--- src/rtl/junction_pkg.sv ---
package junction_pkg;
  typedef enum logic [1:0] {
    PH_IDLE = 2'd0,
    PH_NS   = 2'd1,
    PH_E    = 2'd2
  } phase_t;

  typedef enum logic {
    GRP_NS = 1'b0,
    GRP_E  = 1'b1
  } grp_t;
endpackage

--- src/rtl/junction_arbiter.sv ---
module junction_arbiter
  import junction_pkg::*;
(
  input  logic clk,
  input  logic rst,
  input  logic pick_en,
  input  logic req_ns,
  input  logic req_e,
  output logic take_ns,
  output logic take_e
);
  grp_t last_q;

  // Tie goes to the group that was not served most recently.
  always_comb begin
    take_ns = 1'b0;
    take_e  = 1'b0;
    if (pick_en) begin
      if (req_ns && req_e) begin
        take_e  = (last_q == GRP_NS);
        take_ns = (last_q == GRP_E);
      end else begin
        take_ns = req_ns;
        take_e  = req_e;
      end
    end
  end

  always_ff @(posedge clk) begin
    if (rst)          last_q <= GRP_NS;
    else if (take_ns) last_q <= GRP_NS;
    else if (take_e)  last_q <= GRP_E;
  end
endmodule

--- src/rtl/junction_hold_timer.sv ---
module junction_hold_timer #(
  parameter int MAX_GREEN = 8
) (
  input  logic clk,
  input  logic rst,
  input  logic restart,
  output logic expired
);
  localparam int CW = $clog2(MAX_GREEN + 1);
  localparam logic [CW-1:0] LIMIT = CW'(MAX_GREEN - 1);

  logic [CW-1:0] cnt_q;

  always_ff @(posedge clk) begin
    if (rst || restart)     cnt_q <= '0;
    else if (cnt_q < LIMIT) cnt_q <= cnt_q + 1'b1;
  end

  assign expired = (cnt_q >= LIMIT);
endmodule

--- src/rtl/junction_ctrl.sv ---
module junction_ctrl
  import junction_pkg::*;
#(
  parameter int MAX_GREEN = 8
) (
  input  logic clk,
  input  logic rst,
  input  logic car_n,
  input  logic car_s,
  input  logic car_e,
  output logic go_n,
  output logic go_s,
  output logic go_e
);
  phase_t phase_q, phase_d;
  logic   req_ns;
  logic   take_ns, take_e;
  logic   expired;
  logic   in_idle;

  assign req_ns  = car_n | car_s;
  assign in_idle = (phase_q == PH_IDLE);

  junction_arbiter u_arb (
    .clk     (clk),
    .rst     (rst),
    .pick_en (in_idle),
    .req_ns  (req_ns),
    .req_e   (car_e),
    .take_ns (take_ns),
    .take_e  (take_e)
  );

  junction_hold_timer #(.MAX_GREEN(MAX_GREEN)) u_tmr (
    .clk     (clk),
    .rst     (rst),
    .restart (in_idle),
    .expired (expired)
  );

  always_comb begin
    phase_d = phase_q;
    unique case (phase_q)
      PH_IDLE: begin
        if (take_ns)     phase_d = PH_NS;
        else if (take_e) phase_d = PH_E;
      end
      PH_NS: if (!req_ns || (expired && car_e)) phase_d = PH_IDLE;
      PH_E:  if (!car_e || (expired && req_ns)) phase_d = PH_IDLE;
      default: phase_d = PH_IDLE;
    endcase
  end

  always_ff @(posedge clk) begin
    if (rst) begin
      phase_q <= PH_IDLE;
      go_n    <= 1'b0;
      go_s    <= 1'b0;
      go_e    <= 1'b0;
    end else begin
      phase_q <= phase_d;
      go_n    <= (phase_d == PH_NS) && car_n;
      go_s    <= (phase_d == PH_NS) && car_s;
      go_e    <= (phase_d == PH_E)  && car_e;
    end
  end
endmodule

--- config.mk ---
export PLATFORM = sky130hd
export DESIGN_NAME = junction_ctrl
export DESIGN_NICKNAME = d
export VERILOG_FILES = /design/src/rtl/junction_pkg.sv /design/src/rtl/junction_arbiter.sv /design/src/rtl/junction_hold_timer.sv /design/src/rtl/junction_ctrl.sv
export SDC_FILE = /design/constraint.sdc
export NUM_CORES = 1
export LEC_CHECK = 0
export ABC_AREA = 0
export BUFFER_PORTS_ARGS = -buffer_cell sky130_fd_sc_hd__buf_2
export CELL_PAD_IN_SITES_DETAIL_PLACEMENT = 2
export CELL_PAD_IN_SITES_GLOBAL_PLACEMENT = 2
export CORE_AREA = 2 2 39 41
export DETAILED_ROUTE_END_ITERATION = 10
export DIE_AREA = 0 0 41 43
export HOLD_SLACK_MARGIN = 0.15
export PLACE_DENSITY_LB_ADDON = 0.1
export SLEW_MARGIN = 20
export SYNTH_ARGS = -nofsm -noshare
export SYNTH_HDL_FRONTEND = slang
export SYNTH_SLANG_ARGS = --single-unit
--- constraint.sdc ---
create_clock -name clk -period 2.8 [get_ports clk]
set_input_delay 0.56 -clock clk [delete_from_list [all_inputs] [get_ports clk]]
set_output_delay 0.56 -clock clk [all_outputs]
set_load 0.1 [all_outputs]
==> results.md <==
- Crit end category: output port
- Most common cell after layout, fill and taps aside: dfxtp_1
- Placed insts: between 50 and 60
- P per Cell Area: 726 nW/um^2
- Max incr delay on CP: between 0.4 and 0.5 ns
- # DRC: 0
- R2R setup slack: between 1.5 and 2 ns
- Initial core utilization: 0.281
- Post-Synth Simple-Gate Area: 0.209
- Critical path's top delay family: buffers and inverters
- Worst hold path type: reg -> reg
- CTS Buffer Depth: 2
- Initial drt markers: 2
- Status: finished, final reports clean
- GRT overflow: 0
- Sw power: ~0.10 mW
- Sw frac: 0.295
- Antenna violations before repair: 0
- N_diodes: 0
- Vias after detailed routing: about 320
- Clk Latency, worst-skew pair: 0.27 ns
- Resize count post-CTS: 0
- Worst setup SP type: flop
- Synth Area in XOR/XNOR: 0.0225
- ANT nets after route: 0
- Slowest CP cell: buf_2
- CORE AREA: around 1400 sq um
- Final setup vio count: 0
- FF+latch count, synth: 10
- CP required: between 2 and 2.5 ns
- TritonCTS clock tree: done
- Setup bufs post-CTS: 0
- Layout filler cell count: approximately 150
- Internal: ~0.24 mW
- Syn_nets: 43
- Die area: 1760 sq um
- CTS sink count: 10
- Root Buffer: clkbuf_4
- Placement Cell Area: 440 sq um
- Final clock skew: roughly 0.0034 ns
- Sequential area share after synthesis: 0.514
- RSZ-0062 raised after global routing: no
- Area grow syn2layout: 22.5%
- Clock-pin slew on the worst setup and hold paths: 0.07 ns
- YS warnings: 0
- Fmax achieved: 640 MHz
- Htree depth: 1
- Tot GR Track Use: 0.142
- Worst slew margin: 0.677
- Post-synthesis mux area share: 0.0257
- Port bufs: 7
- Hold_buf cts: 0
- Die width: roughly 41 um
- Vias in the first global route: between 300 and 400
- TritonCTS Buffers: 3
- Max_cap viols: 0
- Yosys cell types: 19
- Worst-path fanout max: 1
- Initial DRT Pass Iterations: 2
- DRT Wirelength: around 910 um
- Tmin final: roughly 1.6 ns
- Final standard cell count with taps included and fillers excluded: 63
- Vias per cell: between 5 and 6
- First-pass GRT wire length: 1560 um
- Share of layout cells above drive strength 1: 0.277
- Largest net degree at the start of global routing: 11
- Syn Std Cell Area: approximately 390 sq um
- Flop pwr share: 0.457
- Largest family of logic cells by synthesized area: simple AND/OR/NAND/NOR gates
- DP HPWL: ~680 um
- Nets: 54
- Num ports: 8
- Complex-gate fraction of the synthesized area: 0.167
- Crit path cell chain: buf_2
- Leakage: about 0.19 nW
- VDD IR max: around 0.24 mV
- Part of the cycle the worst path needs: 0.558
- Power share of the clock group: 0.390
- Synth Area in Adders: 0.0322
- Avg Inst Size Synth: ~11 sq um
- DR WL/cell: approximately 14 um
- Row count: 14
- Final Wtd Congestion: ~0.65
- Comb power frac: 0.152
- WS Path Type: reg -> out
- Final-report hold violation count: 0
- Chip Height: 43 um
- Crit path DAT: 1.00 ns
- Worst-Margin Slew: approximately 0.49 ns
- Setup TNS: 0 ns
- CP bufs+invs: 1
- Post-layout instance area: roughly 480 sq um
- Most frequent cells in the layout: dfxtp_1 (10), buf_2 (7)
- Final Max Tran Viols: 0
- Synth Instances: 37
## synthesized netlist by cell type, drive strengths merged
| cell | instances | share of area |
|---|---|---|
| nor4 | 3 | 0.048 |
| nand4b | 1 | 0.023 |
| a21oi | 4 | 0.080 |
| mux2i | 1 | 0.026 |
| xnor2 | 1 | 0.023 |
| nor4b | 2 | 0.045 |
| nand3b | 1 | 0.019 |
| o31ai | 1 | 0.019 |
| ha | 1 | 0.032 |
| nor2 | 2 | 0.019 |
| o22ai | 1 | 0.016 |
| dfxtp | 10 | 0.51 |
| nor3 | 3 | 0.039 |
| inv | 2 | 0.019 |
| buf | 1 | 0.0096 |
| a211oi | 2 | 0.051 |
| nor2b | 1 | 0.016 |
## sequential cells by signal, summed over array words and instances, names as in the netlist
register / cells
phase_q: 2
go_n: 1
u_arb.last_q: 1
go_s: 1
go_e: 1
u_tmr.cnt_q: 4
## per-stage QoR
| step | hold slack (ns) | setup slack (ns) | utilization | power, mW |
|---|---|---|---|---|
| floorplan | 0.465 | 1.33 | - | 0.201 |
| global placement | 0.496 | 1.55 | 0.318 | 0.212 |
| detailed placement | 0.510 | 1.50 | 0.318 | 0.215 |
| CTS | 0.519 | 1.22 | 0.344 | 0.352 |
| global route | 0.544 | 1.20 | 0.344 | 0.366 |
| finish | 0.511 | 1.24 | 0.344 | 0.346 |
## path summary, 6_finish.rpt
| kind | endpoint | start | depth (start not counted) |
|---|---|---|---|
| worst max register to register | go_s | u_tmr.cnt_q[0] | 4 |
| worst min register to register | u_arb.last_q | u_arb.last_q | 2 |
| worst max-delay path | go_s | go_s | 1 |
| worst min-delay path | u_arb.last_q | u_arb.last_q | 2 |
## worst min-delay path: cells and delay by family, from the launching register on
| family | cells | cell delay, ns |
|---|---|---|
| compound gates | 2 | 0.13 |
| flops | 1 | 0.33 |
## power by group through the flow
stage / Combinational, mW / Sequential (mW) / Clock [mW]
after global placement: 0.0506 / 0.161 / 0
after detailed placement: 0.0530 / 0.162 / 0
after global routing: 0.0569 / 0.160 / 0.149
final: 0.0527 / 0.158 / 0.135
after CTS: 0.0536 / 0.159 / 0.140
after floorplan: 0.0196 / 0.182 / 0
## metal layers
layer  share of wire  routed length [um]  global-route usage  up-vias
li1                -                   -                   -      157
met1            0.41                 373               0.162      149
met2            0.52                 471               0.209        6
met3           0.025                  23              0.0314        5
met4           0.045                  41               0.120        0
met5               0                   0                   0        -
## area by class of cell
cell class	instances	area, sq um	share of cell area
Sequential cell	10	200	0.420
Tap cell	16	20.0	0.0420
Multi-Input combinational cell	24	178	0.373
Inverter	2	7.51	0.0157
Timing Repair Buffer	7	35.0	0.0735
Clock buffer	4	36.3	0.0761
## kinds of logic (layout without fill, tap and decap cells)
kind of cell | count (synthesis) | after routing
mux | 1 | 1
fa+ha+maj | 1 | 1
flops | 10 | 10
buf+inv | 3 | 13
xor+xnor | 1 | 1
compound gates | 8 | 8
simple gates | 13 | 13
No activity file was read; power rests on OpenSTA's default activity.
